**src/rtl/rename_ctl_pkg.sv**
```systemverilog
package rename_ctl_pkg;

    typedef enum logic [2:0] {
        ST_IDLE    = 3'd0,
        ST_RUN     = 3'd1,
        ST_BLOCK   = 3'd2,
        ST_UNBLOCK = 3'd3,
        ST_SQUASH  = 3'd4
    } rn_state_e;

endpackage

```
**src/rtl/rename_space_calc.sv**
```systemverilog
module rename_space_calc #(
    parameter int WIDTH    = 4,
    parameter int FB_DELAY = 1,
    parameter int CNT_W    = 8,
    parameter int CW       = $clog2(WIDTH + 1)
) (
    input  logic [CNT_W-1:0] rob_free,
    input  logic [CNT_W-1:0] iq_free,
    output logic             rob_ok,
    output logic             iq_ok,
    output logic             lim_pos,
    output logic [CW-1:0]    lim_cap
);
    localparam int RESERVE = WIDTH * FB_DELAY;
    localparam int SW      = CNT_W + 2;

    logic signed [SW-1:0] rob_use;
    logic signed [SW-1:0] iq_use;
    logic signed [SW-1:0] lim_s;

    // Counts are reduced by what may still be in flight on the feedback path.
    assign rob_use = $signed({2'b00, rob_free}) - SW'(RESERVE);
    assign iq_use  = $signed({2'b00, iq_free})  - SW'(RESERVE);
    assign lim_s   = (rob_use < iq_use) ? rob_use : iq_use;

    assign rob_ok  = !rob_use[SW-1] && (rob_use != '0);
    assign iq_ok   = !iq_use[SW-1]  && (iq_use  != '0);
    assign lim_pos = !lim_s[SW-1]   && (lim_s   != '0);

    always_comb begin
        if (!lim_pos) begin
            lim_cap = '0;
        end else if (lim_s[SW-2:0] >= (SW-1)'(WIDTH)) begin
            lim_cap = CW'(WIDTH);
        end else begin
            lim_cap = lim_s[CW-1:0];
        end
    end

endmodule

```
**src/rtl/rename_slot_walk.sv**
```systemverilog
module rename_slot_walk #(
    parameter int WIDTH = 4,
    parameter int DST_W = 2,
    parameter int CNT_W = 8,
    parameter int CW    = $clog2(WIDTH + 1),
    parameter int IDX_W = (WIDTH > 1) ? $clog2(WIDTH) : 1
) (
    input  logic [IDX_W-1:0]       start_idx,
    input  logic [CW-1:0]          grp_cnt,
    input  logic [WIDTH-1:0]       sq_flags,
    input  logic [WIDTH*DST_W-1:0] dst_flat,
    input  logic [CW-1:0]          lim_cap,
    input  logic [CNT_W-1:0]       preg_free,
    output logic [WIDTH-1:0]       acc_mask,
    output logic [WIDTH-1:0]       skip_mask,
    output logic                   stopped,
    output logic [IDX_W-1:0]       stop_idx
);
    logic [CNT_W-1:0] regs_left;
    logic [CW-1:0]    taken;
    logic [CNT_W-1:0] need;

    // Ordered walk: squashed slots are free, live slots claim limit and registers.
    always_comb begin
        acc_mask  = '0;
        skip_mask = '0;
        stopped   = 1'b0;
        stop_idx  = '0;
        regs_left = preg_free;
        taken     = '0;
        need      = '0;
        for (int i = 0; i < WIDTH; i++) begin
            need = CNT_W'(dst_flat[i*DST_W +: DST_W]);
            if (!stopped && (i >= int'(start_idx)) && (i < int'(grp_cnt))) begin
                if (sq_flags[i]) begin
                    skip_mask[i] = 1'b1;
                end else if ((taken == lim_cap) || (regs_left < need)) begin
                    stopped  = 1'b1;
                    stop_idx = IDX_W'(i);
                end else begin
                    acc_mask[i] = 1'b1;
                    taken       = taken + CW'(1);
                    regs_left   = regs_left - need;
                end
            end
        end
    end

endmodule

```
**src/rtl/rename_skid_meta.sv**
```systemverilog
module rename_skid_meta #(
    parameter int WIDTH  = 4,
    parameter int DST_W  = 2,
    parameter int CW     = $clog2(WIDTH + 1),
    parameter int DEPTH  = 2,
    parameter int PW     = (DEPTH > 1) ? $clog2(DEPTH) : 1,
    parameter int LW     = $clog2(DEPTH + 1)
) (
    input  logic                   clk,
    input  logic                   rst_n,
    input  logic                   push,
    input  logic                   pop,
    input  logic                   flush,
    input  logic [CW-1:0]          in_cnt,
    input  logic [WIDTH-1:0]       in_sq,
    input  logic [WIDTH*DST_W-1:0] in_dst,
    output logic [CW-1:0]          fr_cnt,
    output logic [WIDTH-1:0]       fr_sq,
    output logic [WIDTH*DST_W-1:0] fr_dst,
    output logic                   empty,
    output logic                   full,
    output logic [LW-1:0]          level
);
    logic [CW-1:0]          cnt_mem [DEPTH];
    logic [WIDTH-1:0]       sq_mem  [DEPTH];
    logic [WIDTH*DST_W-1:0] dst_mem [DEPTH];
    logic [PW-1:0]          wr_ptr;
    logic [PW-1:0]          rd_ptr;

    function automatic logic [PW-1:0] step_ptr(input logic [PW-1:0] p);
        return (p == PW'(DEPTH - 1)) ? '0 : p + PW'(1);
    endfunction

    always_ff @(posedge clk) begin
        if (!rst_n || flush) begin
            wr_ptr <= '0;
            rd_ptr <= '0;
            level  <= '0;
        end else begin
            if (push) wr_ptr <= step_ptr(wr_ptr);
            if (pop)  rd_ptr <= step_ptr(rd_ptr);
            unique case ({push, pop})
                2'b10:   level <= level + LW'(1);
                2'b01:   level <= level - LW'(1);
                default: level <= level;
            endcase
        end
    end

    always_ff @(posedge clk) begin
        if (push && !flush) begin
            cnt_mem[wr_ptr] <= in_cnt;
            sq_mem[wr_ptr]  <= in_sq;
            dst_mem[wr_ptr] <= in_dst;
        end
    end

    assign fr_cnt = cnt_mem[rd_ptr];
    assign fr_sq  = sq_mem[rd_ptr];
    assign fr_dst = dst_mem[rd_ptr];
    assign empty  = (level == '0);
    assign full   = (level == LW'(DEPTH));

    // a group parked while the buffer is full would be lost
    p_no_overflow_r6: assert property (@(posedge clk) disable iff (!rst_n)
        (push && !pop && !flush) |-> !full);

    // a pop always removes a stored group
    p_no_underflow_r8: assert property (@(posedge clk) disable iff (!rst_n)
        (pop && !flush) |-> !empty);

    // flush leaves the buffer empty
    p_flush_clears_r9: assert property (@(posedge clk) disable iff (!rst_n)
        flush |=> empty);

endmodule

```
**src/rtl/rename_flow_ctrl.sv**
```systemverilog
module rename_flow_ctrl
    import rename_ctl_pkg::*;
#(
    parameter int WIDTH       = 4,
    parameter int FB_DELAY    = 1,
    parameter int CNT_W       = 8,
    parameter int DST_W       = 2,
    parameter int SKID_GROUPS = 2,
    parameter int CW          = $clog2(WIDTH + 1),
    parameter int IDX_W       = (WIDTH > 1) ? $clog2(WIDTH) : 1
) (
    input  logic                   clk,
    input  logic                   rst_n,
    input  logic [CW-1:0]          dec_cnt,
    input  logic [WIDTH-1:0]       dec_squashed,
    input  logic [WIDTH*DST_W-1:0] dec_dst,
    input  logic                   exe_stall,
    input  logic                   cmt_stall,
    input  logic [CNT_W-1:0]       rob_free,
    input  logic [CNT_W-1:0]       iq_free,
    input  logic [CNT_W-1:0]       preg_free,
    input  logic                   cmt_squash,
    input  logic                   rob_squashing,
    output logic [WIDTH-1:0]       acc_mask,
    output logic [WIDTH-1:0]       skip_mask,
    output logic                   from_skid,
    output logic                   stall_decode,
    output logic                   skid_push,
    output logic                   skid_pop,
    output logic                   skid_flush,
    output logic [IDX_W-1:0]       resume_idx,
    output logic [2:0]             fsm_state
);
    localparam int LW = $clog2(SKID_GROUPS + 1);

    rn_state_e state_q, state_d;
    logic [IDX_W-1:0] idx_q, idx_d;

    logic sq_any, dec_has, any_stall, preg_any;
    logic rob_ok, iq_ok, lim_pos;
    logic [CW-1:0] lim_cap;

    logic [CW-1:0]          fr_cnt;
    logic [WIDTH-1:0]       fr_sq;
    logic [WIDTH*DST_W-1:0] fr_dst;
    logic                   sk_empty, sk_full;
    logic [LW-1:0]          sk_level;

    logic [IDX_W-1:0]       w_start;
    logic [CW-1:0]          w_cnt;
    logic [WIDTH-1:0]       w_sq;
    logic [WIDTH*DST_W-1:0] w_dst;
    logic [WIDTH-1:0]       w_acc, w_skip;
    logic                   w_stopped;
    logic [IDX_W-1:0]       w_stop_idx;

    assign sq_any    = cmt_squash | rob_squashing;
    assign dec_has   = (dec_cnt != '0);
    assign any_stall = exe_stall | cmt_stall;
    assign preg_any  = (preg_free != '0);
    assign from_skid = (state_q == ST_UNBLOCK);

    rename_space_calc #(
        .WIDTH(WIDTH), .FB_DELAY(FB_DELAY), .CNT_W(CNT_W), .CW(CW)
    ) u_space (
        .rob_free(rob_free), .iq_free(iq_free),
        .rob_ok(rob_ok), .iq_ok(iq_ok), .lim_pos(lim_pos), .lim_cap(lim_cap)
    );

    rename_skid_meta #(
        .WIDTH(WIDTH), .DST_W(DST_W), .CW(CW), .DEPTH(SKID_GROUPS), .LW(LW)
    ) u_skid (
        .clk(clk), .rst_n(rst_n),
        .push(skid_push), .pop(skid_pop), .flush(skid_flush),
        .in_cnt(dec_cnt), .in_sq(dec_squashed), .in_dst(dec_dst),
        .fr_cnt(fr_cnt), .fr_sq(fr_sq), .fr_dst(fr_dst),
        .empty(sk_empty), .full(sk_full), .level(sk_level)
    );

    // Source group: oldest parked group while unblocking, decode otherwise.
    assign w_start = from_skid ? idx_q  : '0;
    assign w_cnt   = from_skid ? fr_cnt : dec_cnt;
    assign w_sq    = from_skid ? fr_sq  : dec_squashed;
    assign w_dst   = from_skid ? fr_dst : dec_dst;

    rename_slot_walk #(
        .WIDTH(WIDTH), .DST_W(DST_W), .CNT_W(CNT_W), .CW(CW), .IDX_W(IDX_W)
    ) u_walk (
        .start_idx(w_start), .grp_cnt(w_cnt), .sq_flags(w_sq), .dst_flat(w_dst),
        .lim_cap(lim_cap), .preg_free(preg_free),
        .acc_mask(w_acc), .skip_mask(w_skip),
        .stopped(w_stopped), .stop_idx(w_stop_idx)
    );

    // State register
    always_ff @(posedge clk) begin
        if (!rst_n) begin
            state_q <= ST_IDLE;
            idx_q   <= '0;
        end else begin
            state_q <= state_d;
            idx_q   <= idx_d;
        end
    end

    // Transitions and outputs
    always_comb begin
        state_d    = state_q;
        idx_d      = idx_q;
        acc_mask   = '0;
        skip_mask  = '0;
        skid_push  = 1'b0;
        skid_pop   = 1'b0;
        skid_flush = sq_any;
        if (sq_any) begin
            state_d = ST_SQUASH;
            idx_d   = '0;
        end else begin
            unique case (state_q)
                ST_SQUASH: begin
                    state_d = ST_RUN;
                end
                ST_BLOCK: begin
                    skid_push = dec_has;
                    if (!any_stall && rob_ok && iq_ok && preg_any) begin
                        state_d = (sk_empty && !dec_has) ? ST_RUN : ST_UNBLOCK;
                    end
                end
                ST_IDLE, ST_RUN, ST_UNBLOCK: begin
                    if (any_stall) begin
                        state_d   = ST_BLOCK;
                        skid_push = dec_has;
                    end else if (!from_skid && !dec_has) begin
                        state_d = state_q;
                    end else if (!lim_pos) begin
                        state_d   = ST_BLOCK;
                        skid_push = dec_has;
                    end else begin
                        acc_mask  = w_acc;
                        skip_mask = w_skip;
                        if (w_stopped) begin
                            state_d   = ST_BLOCK;
                            idx_d     = w_stop_idx;
                            skid_push = dec_has;
                        end else begin
                            idx_d = '0;
                            if (from_skid) begin
                                skid_pop  = 1'b1;
                                skid_push = dec_has;
                                state_d   = (sk_level == LW'(1) && !dec_has) ? ST_RUN : ST_UNBLOCK;
                            end else begin
                                state_d = ST_RUN;
                            end
                        end
                    end
                end
                default: state_d = ST_IDLE;
            endcase
        end
    end

    assign stall_decode = (state_q == ST_BLOCK) || (state_q == ST_UNBLOCK);
    assign resume_idx   = idx_q;
    assign fsm_state    = state_q;

    // squash wins over every other transition
    p_squash_wins_r9: assert property (@(posedge clk) disable iff (!rst_n)
        sq_any |=> (state_q == ST_SQUASH) && (idx_q == '0));

    // nothing goes downstream while blocked
    p_blocked_quiet_r6: assert property (@(posedge clk) disable iff (!rst_n)
        (state_q == ST_BLOCK) |-> (acc_mask == '0));

    // unblocking always has a parked group to work on
    p_unblock_has_data_r8: assert property (@(posedge clk) disable iff (!rst_n)
        (state_q == ST_UNBLOCK) |-> !sk_empty);

    // running never carries a partial resume point
    p_run_idx_zero_r11: assert property (@(posedge clk) disable iff (!rst_n)
        (state_q == ST_RUN) |-> (idx_q == '0));

    // resume point holds while blocked
    p_hold_idx_r11: assert property (@(posedge clk) disable iff (!rst_n)
        (state_q == ST_BLOCK && !sq_any) |=> $stable(idx_q));

    // acceptance needs positive usable space
    p_accept_room_r2: assert property (@(posedge clk) disable iff (!rst_n)
        (acc_mask != '0) |-> lim_pos);

    // a slot is never both accepted and skipped
    p_disjoint_r4: assert property (@(posedge clk) disable iff (!rst_n)
        (acc_mask & skip_mask) == '0);

    // accepted live slots never exceed the limit
    p_budget_r3: assert property (@(posedge clk) disable iff (!rst_n)
        $countones(acc_mask) <= int'(lim_cap));

endmodule

```
**config.mk**
```make
export PLATFORM = sky130hd
export DESIGN_NAME = rename_flow_ctrl
export DESIGN_NICKNAME = d
export VERILOG_FILES = /design/src/rtl/rename_ctl_pkg.sv /design/src/rtl/rename_space_calc.sv /design/src/rtl/rename_slot_walk.sv /design/src/rtl/rename_skid_meta.sv /design/src/rtl/rename_flow_ctrl.sv
export SDC_FILE = /design/constraint.sdc
export NUM_CORES = 1
export LEC_CHECK = 0
export CORE_AREA = 2 2 80 102
export CTS_BUF_LIST = sky130_fd_sc_hd__clkbuf_4 sky130_fd_sc_hd__clkbuf_8 sky130_fd_sc_hd__clkbuf_16
export DETAILED_ROUTE_END_ITERATION = 8
export DIE_AREA = 0 0 82 104
export PLACE_DENSITY = 0.74
export SLEW_MARGIN = 10
export SYNTH_ARGS = -nofsm -noshare
export SYNTH_HDL_FRONTEND = slang
export SYNTH_SLANG_ARGS = --single-unit
```
**constraint.sdc**
```tcl
create_clock -name clk -period 13.11 [get_ports clk]
set_clock_uncertainty 0.2 [all_clocks]
set_input_delay 2.622 -clock clk [delete_from_list [all_inputs] [get_ports clk]]
set_output_delay 2.622 -clock clk [all_outputs]
set_load 0.005 [all_outputs]
```
# == Word-level counts from Yosys, hierarchy flattened ==
# Memory sizes are Yosys's and may differ from the RTL's. A register that Yosys moved wholly into a read port is not among the register bits.
# Index checks and enable logic that the tools add are counted.
# totals
reg_bits,9
ram_bits,30
input_bits,45
output_inout_bits,18
elab_cells,211
n_memories,3
# classes
n_addsub,11
order_cmp,13
n_eq_ne,14
muxes,112
bitwise,5
reduce_logical,47
# mem_list
memory,words,width,rd,rd_clocked_by_memory_dff,wr,line,rtl
u_skid.dst_mem,2,8,1,1,1,rename_skid_meta.sv:26,logic [WIDTH*DST_W-1:0] dst_mem [DEPTH];
u_skid.sq_mem,2,4,1,1,1,rename_skid_meta.sv:25,logic [WIDTH-1:0] sq_mem [DEPTH];
u_skid.cnt_mem,2,3,1,1,1,rename_skid_meta.sv:24,logic [CW-1:0] cnt_mem [DEPTH];
# op_table
op,count
two-way mux 8 bit,10
two-way mux 1 bit,57
two-way mux 3 bit,15
two-way mux 4 bit,11
< comparator 8 x 2 -> 1 bit,4
two-way mux 2 bit,15
nonzero test 10 bit,3
subtractor 8 x 2 -> 8 bit,3
"subtractor 8 x 3 -> 9 bit, second input constant",2
logical AND 1 bit,16
logical NOT 1 bit,11
< comparator 10 bit,1
two-way mux 10 bit,1
== test 3 bit,3
"greater-or-equal comparator 9 x 3 -> 1 bit, second input constant",1
one-hot mux 3 bit (3 select lines),1
nonzero test 8 bit,1
"adder 3 x 1 -> 3 bit, second input constant",2
"== test 3 x 2 -> 1 bit, second input constant",2
logical NOT 3 bit,2
logical OR 1 bit,6
"< comparator 1 x 3 -> 1 bit, first input constant",2
"< comparator 2 x 3 -> 1 bit, first input constant",2
"== test 2 x 1 -> 1 bit, second input constant",2
23 further kinds,29

# == Longest topological paths before layout ==
# Gate-level depths: netlist of run 1.
# depth
depth_word,35
depth_mapped,41
mapped_depth_nobuf,38

# == Modules after synthesis ==
# Synthesis of run 1 repeated with hierarchy kept, for this count alone.
# unflattened
hier_cells,454
area_unflattened_um2,3943.8
# by_module_without_submodules
mod,instances,cells_per_inst,area_each_um2,seq_area_each_um2
rename_slot_walk,1,189,1378.8,0.0
rename_skid_meta,1,71,1293.7,1001.0
rename_space_calc,1,91,646.9,0.0
rename_flow_ctrl,1,103,624.3,100.1

# == Worst setup path before layout of run 1 ==
# No wires, ideal clock.
# synth_path
path_type,input port to output port
from,input rob_free[5]
to,output skid_push
arrival_ps,9135
t_required_ps,10288
setup_slack_ps,1153
cell_stages,34
path_buffers,1
path_cell_list,or4_4 nor2_1 xor2_1 ha_1 a211oi_1 mux2_2 o21a_1 buf_6 mux2i_4 inv_4 nand2_1 o21ai_0 ha_1 inv_1 fa_1 and2b_1 mux2_2 a41o_2 mux2_2 ha_1 inv_1 fa_1 inv_1 o311a_1 nand4b_1 nand2_1 mux2_2 ha_1 nand4b_1 nor4_2 nand2_1 o21ai_2 or2_2 o21a_1
# synth_between
elab_chain_len,32
elab_cells_between_ends,68
cone_classes,add/sub: 5; order compare: 5; eq/ne: 3; mux: 39; reduce/logical: 16
# synth_lines
item,line,rtl
start: declaration,rename_flow_ctrl.sv:19,"input logic [CNT_W-1:0] rob_free,"
subtractor 8 x 3 -> 9 bit (*),rename_space_calc.sv:22,"assign rob_use = $signed({2'b00, rob_free}) - SW'(RESERVE);"
< comparator 10 bit,rename_space_calc.sv:24,assign lim_s = (rob_use < iq_use) ? rob_use : iq_use;
two-way mux 10 bit (*),rename_space_calc.sv:24,
greater-or-equal comparator 9 x 3 -> 1 bit (tied with other cells),rename_space_calc.sv:33,end else if (lim_s[SW-2:0] >= (SW-1)'(WIDTH)) begin
two-way mux 3 bit / logical AND 1 bit (equally long branches),"rename_space_calc.sv:33, rename_space_calc.sv:28",
two-way mux 3 bit,rename_space_calc.sv:31,if (!lim_pos) begin
logical NOT 3 bit,rename_slot_walk.sv:37,end else if ((taken == lim_cap) || (regs_left < need)) begin
logical OR 1 bit,rename_slot_walk.sv:37,
[... 16 more ...],n/a,
two-way mux 1 bit,rename_slot_walk.sv:35,if (sq_flags[i]) begin
two-way mux 1 bit,rename_slot_walk.sv:34,if (!stopped && (i >= int'(start_idx)) && (i < int'(grp_cnt))) begin
two-way mux 1 bit,rename_flow_ctrl.sv:141,if (w_stopped) begin
two-way mux 1 bit (*),rename_flow_ctrl.sv:135,end else if (!lim_pos) begin
two-way mux 1 bit (*),rename_flow_ctrl.sv:133,end else if (!from_skid && !dec_has) begin
two-way mux 1 bit (*),rename_flow_ctrl.sv:130,if (any_stall) begin
one-hot mux 1 bit (2 select lines) (*),rename_flow_ctrl.sv:119,unique case (state_q)
two-way mux 1 bit (*),rename_flow_ctrl.sv:115,if (sq_any) begin
end: declaration,rename_flow_ctrl.sv:28,"output logic skid_push,"
# Mark *: on every way between the ends. The rest lies on a longest branch, timed or not.

# == Worst setup path after layout of run 1 ==
# layout_path
from,input rob_free[4]
to,output skid_push
# The elaborated chain is that of the path after synthesis.

==> flow_metrics.tcl, run 1 <==
set metrics [dict create \
    status "finished clean" \
    crit_fanout 4 \
    path_clk_slew_ns 0.08 \
    initial_core_util_pct 48.7 \
    cts_buffers 5 \
    hold_class "register to register" \
    fin_crit_sh_pct 97.2 \
    hold_buffers 0 \
    fill_cells 659 \
    ys.flop_type "edfxtp_1" \
    synth_edf_count 30 \
    die_area_um2 8530 \
    overflow 0 \
    cpPeakStageDelay_ns 0.56 \
    p_leak_nw 1.73 \
    tns_ns 0 \
    num_io_pins 63 \
    drc 0 \
    synthArstFlopShare_pct 0 \
    grt_usage_pct 23.1 \
    synth_fp_nets 484 \
    yosysWarnings 0 \
    drive_above_1_share_pct 13.6 \
    grt_max_degree 32 \
    coreArea_um2 7570 \
    netlist_area_um2 3690 \
    syn2layout_area_growth_pct 26.3 \
    max_clock_freq_mhz 78.4 \
    ant_nets 0 \
    syn-mean-instance-area_um2 8.93 \
    cts-root-buf "clkbuf_8" \
    vdd_ir_drop_max_mv 0.0520 \
    cts_sinks 40 \
    grt_pass1_wl_mm 15.8 \
    grt_pass1_vias 3488 \
    period_minus_slack_ns 12.75 \
    clkLatencyLatePin_ns 0.30 \
    rsz0062_at_grt "false" \
    htree_levels 2 \
    drt-vias-per-instance 6.02 \
    critPathCaptureType "output port" \
    antennaDiodeCount 0 \
    setup_viol 0 \
    synth_cells 413 \
    finalWirelength_mm 9.66 \
    hold_viol 0 \
    whs_ns 0.303 \
    layout_common_cells "62 x clkdlybuf4s50_1, 47 x nor2_1, 30 x edfxtp_1, 25 x nand2_1, 25 x a21oi_1" \
    synth_seq_cells 40 \
    ys_seq_area_share_pct 29.9 \
    drt_iter0_drc 418 \
    cts_tree "done" \
    nets 557 \
    synth.area.top_cells "edfxtp_1 24%, ha_1 7.8%, dfxtp_1 5.4%" \
    synth_cell_types 81 \
    reg2reg_slack_ns 4.84 \
    critPathKind "primary input to output port" \
    start_kind "primary input" \
    final_common_cell "clkdlybuf4s50_1" \
    gp_congestion 0.934 \
    required_ns 10.29 \
    slew_viol_final 0 \
    dpl.hpwl_mm 7.45 \
    worstHoldStart "u_skid.rd_ptr" \
    arrival_ns 9.93 \
    yosysTopAreaCell "edfxtp_1" \
    clockBufferDepth 2 \
    vias 3501 \
    drt_first_pass_iters 5 \
    antenna_found_initial 0 \
    r2r-end "u_skid.sq_mem[0][2]" \
    die_h_um 104 \
    r2r_cells 34 \
    slowest_stage "or4_4" \
    maxCapViolations 0 \
    power_density_nw_per_um2 85.8 \
    port_buffers 62 \
    min_path_cells 2 \
    maxSlewHeadroom_pct 33.2 \
    synth_top_area_share_pct 24.4 \
    r2r_start "fsm_state[1]" \
    routedWlPerCell_um 16.6 \
    placementRows 36 \
    worstMarginPinSlew_ns 0.993 \
    die_w_um 82 \
]
metal layers:
| metal | wire (µm) | GRT usage [%] |
|---|---|---|
| met1 | 3990 | 28.2 |
| met2 | 5050 | 41.6 |
| met3 | 392 | 2.00 |
| met4 | 218 | 7.62 |
| met5 | 0 | 0 |
where the power goes:
group | internal (mW) | leakage [nW] | switching [mW] | total (mW)
Combinational | 0.0634 | 1.31 | 0.0740 | 0.137
Sequential | 0.139 | 0.353 | 0.00189 | 0.141
Clock | 0.0782 | 0.0688 | 0.0434 | 0.122
synth_stat cells (5+ instances only):
cell type,n
a21oi_1,25
dfxtp_1,10
edfxtp_1,30
ha_1,23
inv_1,21
mux2_2,7
mux2i_1,20
nand2_1,26
nand3_1,11
nor2_1,48
nor2b_1,6
nor3_1,21
nor3b_1,6
nor4_1,13
o21ai_0,19
o311a_1,5
o31ai_1,6
xor2_1,13
worst max-delay path by stage:
| stage | from | endpoint | slack, ns | cells after the start |
|---|---|---|---|---|
| after floorplan | rob_free[5] | skid_push | 1.15 | 34 |
| after global placement | rob_free[4] | skid_push | 0.32 | 35 |
| after detailed placement | rob_free[4] | skid_push | 0.1 | 35 |
| after CTS | rob_free[4] | skid_push | 0.01 | 35 |
| after global routing | rob_free[2] | skid_push | 0.02 | 36 |
| final | rob_free[4] | skid_push | 0.36 | 35 |
flip-flops by register name, indices dropped and copies added (netlist names), named ones only:
| register | cells |
|---|---|
| u_skid.dst_mem | 16 |
| u_skid.sq_mem | 8 |
| u_skid.cnt_mem | 6 |
| fsm_state | 3 |
| resume_idx | 2 |
| u_skid.level | 2 |
| u_skid.rd_ptr | 1 |
| u_skid.wr_ptr | 1 |
per-stage QoR:
stage	instance area, µm²	power [mW]	util, %	cells	setup WS [ns]
finish	4660	0.400	61.5	582	0.362
global placement	4440	0.268	58.7	570	0.317
global route	4660	0.419	61.5	582	0.0159
CTS	4580	0.392	60.5	578	0.0125
detailed placement	4440	0.272	58.7	570	0.0955
floorplan	3690	0.228	-	413	1.15
cell families (layout without fill, tap and decap cells):
logic type	Yosys count	in the layout	synth area share, %
compound gates	103	103	19.9
xor+xnor	18	18	4.48
fa+ha+maj	26	26	9.43
buf+inv	35	109	4.62
flops	40	40	29.9
mux	30	30	8.96
simple gates	161	161	22.7
what timing repair did:
item                                    in CTS  in global routing
gates resized for setup                      0                 16
endpoints found under the setup margin       0                  3
setup buffers                                0                  4
worst max-delay path: cells and delay by family:
kind	cells	cell delay, ns
multiplexers	5	1.34
AND/OR/NAND/NOR	10	2.03
buffers and inverters	6	1.22
AO/OA/AOI/OAI	7	1.18
adder cells (fa/ha/maj)	6	1.41
XOR/XNOR	1	0.15
final cells by class:
class / count / area (µm²) / share of cell area (%)
Inverter: 22 / 85.1 / 1.83
Tap cell: 95 / 119 / 2.55
Clock inverter: 2 / 60.1 / 1.29
Multi-Input combinational cell: 338 / 2470 / 53.0
Sequential cell: 40 / 1100 / 23.6
Clock buffer: 6 / 76.3 / 1.64
Timing Repair Buffer: 79 / 748 / 16.1
(Power assumes the default switching activity.)
==> inputs of run 2 (changes only) <==
--- a/config.mk
+++ b/config.mk
@@ -5,12 +5,13 @@
 export SDC_FILE = /design/constraint.sdc
 export NUM_CORES = 1
 export LEC_CHECK = 0
-export CORE_AREA = 2 2 80 102
-export CTS_BUF_LIST = sky130_fd_sc_hd__clkbuf_4 sky130_fd_sc_hd__clkbuf_8 sky130_fd_sc_hd__clkbuf_16
+export CORE_AREA = 2 2 83 105
+export CTS_BUF_LIST = sky130_fd_sc_hd__clkbuf_4
 export DETAILED_ROUTE_END_ITERATION = 8
-export DIE_AREA = 0 0 82 104
+export DIE_AREA = 0 0 85 107
 export PLACE_DENSITY = 0.74
 export SLEW_MARGIN = 10
 export SYNTH_ARGS = -nofsm -noshare
 export SYNTH_HDL_FRONTEND = slang
+export SYNTH_HIERARCHICAL = 1
 export SYNTH_SLANG_ARGS = --single-unit
==> flow_metrics.tcl, run 2 <==
set metrics [dict create \
    tns_ns 0 \
    routedWlPerCell_um 16.0 \
    worstMarginPinSlew_ns 0.995 \
    synth_cells 453 \
    synth_fp_nets 523 \
    netlist_area_um2 3940 \
    syn2layout_area_growth_pct 34.0 \
    placed_cells 652 \
    whs_ns 0.297 \
    nets 634 \
    period_minus_slack_ns 12.73 \
    setup_viol 0 \
    die_area_um2 9100 \
    p_leak_nw 2.10 \
    hold_viol 0 \
    initial_core_util_pct 48.6 \
    grt_usage_pct 23.6 \
    critPathCaptureType "output port" \
    regMostFlops "u_skid/dst_mem" \
    slew_viol_final 0 \
    dpl.hpwl_mm 8.52 \
    cts-root-buf "clkbuf_4" \
    power_density_nw_per_um2 68.1 \
    cts_buffers 5 \
    port_buffers 62 \
    required_ns 10.29 \
    clkLatencyLatePin_ns 0.36 \
    finalWirelength_mm 10.6 \
    drt_iter0_drc 377 \
    max_clock_freq_mhz 78.5 \
    fin_util_pct 65.1 \
    maxSlewHeadroom_pct 33.6 \
    ant_nets 0 \
    maxCapViolations 0 \
    syn-mean-instance-area_um2 8.69 \
    largest_register_ffs 16 \
    fin_crit_sh_pct 97.1 \
    antennaDiodeCount 0 \
    cts_tree "done" \
    grt_pass1_wl_mm 17.7 \
    status "finished clean" \
    crit_top_cell "ha_1" \
    gp_congestion 0.902 \
    slowest_stage "or4b_4" \
    cts_sinks 40 \
    grt_pass1_vias 3936 \
    critPathKind "primary input to output port" \
    reg.largest.list "u_skid/dst_mem x16, u_skid/sq_mem x8, u_skid/cnt_mem x6" \
    layout_common_cells "67 x nand2_1, 60 x clkdlybuf4s50_1, 52 x buf_4, 30 x nor2_1, 30 x edfxtp_1" \
    path_clk_slew_ns 0.11 \
    num_io_pins 63 \
    arrival_ns 9.91 \
    hold_class "register to register" \
    drt-vias-per-instance 5.86 \
    drive_above_1_share_pct 23.9 \
    start_kind "primary input" \
    htree_levels 2 \
    grt_max_degree 19 \
    final_common_cell "nand2_1" \
    drc 0 \
    overflow 0 \
    cpPeakStageDelay_ns 0.52 \
    p_total_mw 0.359 \
    clockBufferDepth 2 \
    vdd_ir_drop_max_mv 0.0888 \
    rsz0062_at_grt "false" \
    die_w_um 85 \
    final_cells 662 \
    crit_fanout 4 \
    coreArea_um2 8100 \
    antenna_found_initial 0 \
    drt_first_pass_iters 5 \
    yosysWarnings 6 \
    vias 3879 \
    die_h_um 107 \
    placementRows 37 \
]
## run 2: final timing paths
kind / from / endpoint / slack [ns] / cells after the start
hold reg to reg: resume_idx[1] / resume_idx[1] / 0.30 / 2
setup reg to reg: fsm_state[0] / u_skid/dst_mem[0][2] / 4.82 / 35
setup / recovery: rob_free[2] / skid_push / 0.38 / 37
hold / removal: resume_idx[1] / resume_idx[1] / 0.30 / 2
## run 2: layer usage
metal | GRT usage (%) | vias up | routed length (µm)
li1 | - | 1914 | -
met3 | 2.77 | 38 | 455
met5 | 0 | - | 0
met2 | 43.0 | 127 | 5380
met1 | 26.9 | 1800 | 4330
met4 | 11.8 | 0 | 416
## run 2: timing repair
action                                  CTS  global route
resized for setup                        16            23
buffers inserted                          1             1
hold buffers                              0             0
endpoints found under the setup margin    2             3
pin swaps                                 8            13
## run 2: power by group
part           switching [mW]  internal (mW)  leakage [nW]  total [mW]
Combinational          0.0722         0.0682          1.70       0.140
Sequential            0.00141          0.137         0.351       0.138
Clock                  0.0406         0.0397        0.0412      0.0804
## run 2: worst max-delay path, delay by kind of cell
family,cells,cell delay [ns]
simple gates,15,2.42
fa+ha+maj,6,1.56
compound gates,9,1.53
mux,3,0.83
buf+inv,3,0.79
xor+xnor,1,0.13
## run 2: final cells by class
| type | count | area (µm²) |
|---|---|---|
| Clock inverter | 3 | 42.5 |
| Tap cell | 97 | 121 |
| Timing Repair Buffer | 114 | 1010 |
| Clock buffer | 5 | 37.5 |
| Fill cell | 670 | 2830 |
| Sequential cell | 40 | 1100 |
| Multi-Input combinational cell | 375 | 2860 |
| Inverter | 28 | 105 |
## run 2: per-stage QoR
| step | area (µm²) | worst slack [ns] |
|---|---|---|
| finish | 5270 | 0.379 |
| global route | 5270 | 0.0345 |
| CTS | 5160 | 0.143 |
| detailed placement | 5010 | -0.376 |
| global placement | 5010 | -0.0706 |
| floorplan | 3940 | 0.442 |
==> inputs of run 3 (changes only) <==
--- a/config.mk
+++ b/config.mk
@@ -5,11 +5,12 @@
 export SDC_FILE = /design/constraint.sdc
 export NUM_CORES = 1
 export LEC_CHECK = 0
-export CORE_AREA = 2 2 83 105
+export CORE_AREA = 2 2 79 99
 export CTS_BUF_LIST = sky130_fd_sc_hd__clkbuf_4
 export DETAILED_ROUTE_END_ITERATION = 8
-export DIE_AREA = 0 0 85 107
-export PLACE_DENSITY = 0.74
+export DIE_AREA = 0 0 81 101
+export PLACE_DENSITY = 0.81
+export RECOVER_POWER = 100
 export SLEW_MARGIN = 10
 export SYNTH_ARGS = -nofsm -noshare
 export SYNTH_HDL_FRONTEND = slang
==> flow_metrics.tcl, run 3 (synthesis gave the netlist of run 2 again) <==
set metrics [dict create \
    drt_first_pass_iters 5 \
    ant_nets 0 \
    period_minus_slack_ns 12.72 \
    setup_viol 0 \
    initial_core_util_pct 54.1 \
    htree_levels 2 \
    p_leak_nw 2.11 \
    fin_crit_sh_pct 97.0 \
    finalWirelength_mm 11.0 \
    layout_common_cells "67 x nand2_1, 46 x buf_4, 38 x clkdlybuf4s50_1, 30 x nor2_1, 30 x edfxtp_1" \
    cts_buffers 5 \
    whs_ns 0.306 \
    fin_util_pct 71.0 \
    clkLatencyLatePin_ns 0.35 \
    maxCapViolations 0 \
    largest_register_ffs 16 \
    status "finished clean" \
    cts_tree "done" \
    slowest_stage "or4b_4" \
    dpl.hpwl_mm 8.73 \
    port_buffers 62 \
    overflow 0 \
    nets 628 \
    hold_buffers 0 \
    crit_fanout 6 \
    arrival_ns 9.90 \
    hold_class "register to register" \
    placedInstanceArea_um2 4950 \
    required_ns 10.29 \
    m1WireLength_mm 4.29 \
    drt-vias-per-instance 6.09 \
    gp_congestion 1.04 \
    maxSlewHeadroom_pct 16.3 \
    slew_viol_final 0 \
    setup_ws_ns 0.388 \
    worstMarginPinSlew_ns 1.25 \
    p_total_mw 0.355 \
    antennaDiodeCount 0 \
    regMostFlops "u_skid/dst_mem" \
    pre_cts_slack_ns -0.336 \
    cts_sinks 40 \
    grt_pass1_vias 3925 \
    final_common_cell "nand2_1" \
    power_density_nw_per_um2 68.7 \
    path_clk_slew_ns 0.12 \
    num_io_pins 63 \
    grt_usage_pct 27.2 \
    cpPeakStageDelay_ns 0.54 \
    start_kind "primary input" \
    antenna_found_initial 0 \
    die_w_um 81 \
    final_area_um2 5160 \
    critPathCaptureType "output port" \
    dr_wl_met2_mm 5.76 \
    routedWlPerCell_um 17.0 \
    critPathKind "primary input to output port" \
    vdd_ir_drop_max_mv 0.0563 \
    grt_max_degree 19 \
    vias 3964 \
    hold_viol 0 \
    cts-root-buf "clkbuf_4" \
    die_area_um2 8180 \
    drive_above_1_share_pct 20.9 \
    placementRows 35 \
    max_clock_freq_mhz 78.6 \
    drc 0 \
    drt_iter0_drc 368 \
    route.met3.wl_um 579 \
    grt_pass1_wl_mm 17.5 \
    dr.max_layer_used "met4" \
    reg.largest.list "u_skid/dst_mem x16, u_skid/sq_mem x8, u_skid/cnt_mem x6" \
    coreArea_um2 7270 \
    clockBufferDepth 2 \
    die_h_um 101 \
    syn2layout_area_growth_pct 31.2 \
]
## run 3: worst paths after layout
check                                   start                    to  slack (ns)  depth (start not counted)
worst max-delay path              rob_free[2]             skid_push        0.39                         38
worst min register to register  resume_idx[0]         resume_idx[0]        0.31                          2
worst min-delay path            resume_idx[0]         resume_idx[0]        0.31                          2
worst max register to register   fsm_state[1]  u_skid/dst_mem[0][3]        4.22                         35
## run 3: final cells by class
| type | instances | area, µm² |
|---|---|---|
| multi-input cells | 375 | 2800 |
| fillers | 593 | 2110 |
| flip-flops and latches | 40 | 1100 |
| repair buffers | 108 | 963 |
| well taps | 92 | 115 |
| inverters | 28 | 105 |
| clock inverters | 3 | 42.5 |
| clock buffers | 5 | 37.5 |
## run 3: critical path, delay by kind of cell
family,cells,cell delay (ns)
and+or+nand+nor,17,2.93
buffers and inverters,4,0.91
muxes,1,0.26
AOI/OAI and AO/OA,11,1.90
adders and majority gates,4,1.12
xor gates and xnor gates,1,0.13
## run 3: per-layer routing
layer  vias up  global-route usage, %
li1       1902                      -
met1      1830                   30.4
met2       190                   51.0
met3        42                   2.42
met4         0                   12.6
met5         -                      0
## run 3: power by group
group	switching [mW]	internal (mW)	total, mW
clock network	0.0410	0.0397	0.0807
registers	0.00143	0.137	0.138
logic	0.0717	0.0639	0.136
## run 3: per-stage QoR
stage	setup TNS, ns	std cells
after global routing	-0.0258	651
after floorplan	0	453
after CTS	0	651
after detailed placement	-0.620	640
final	0	651
after global placement	-0.0431	640
## run 3: timing repair
item                                    CTS  global route
pin swaps                                 5            12
endpoints found under the setup margin    2             3
setup buffers                             3             0
resized for setup                        11            18
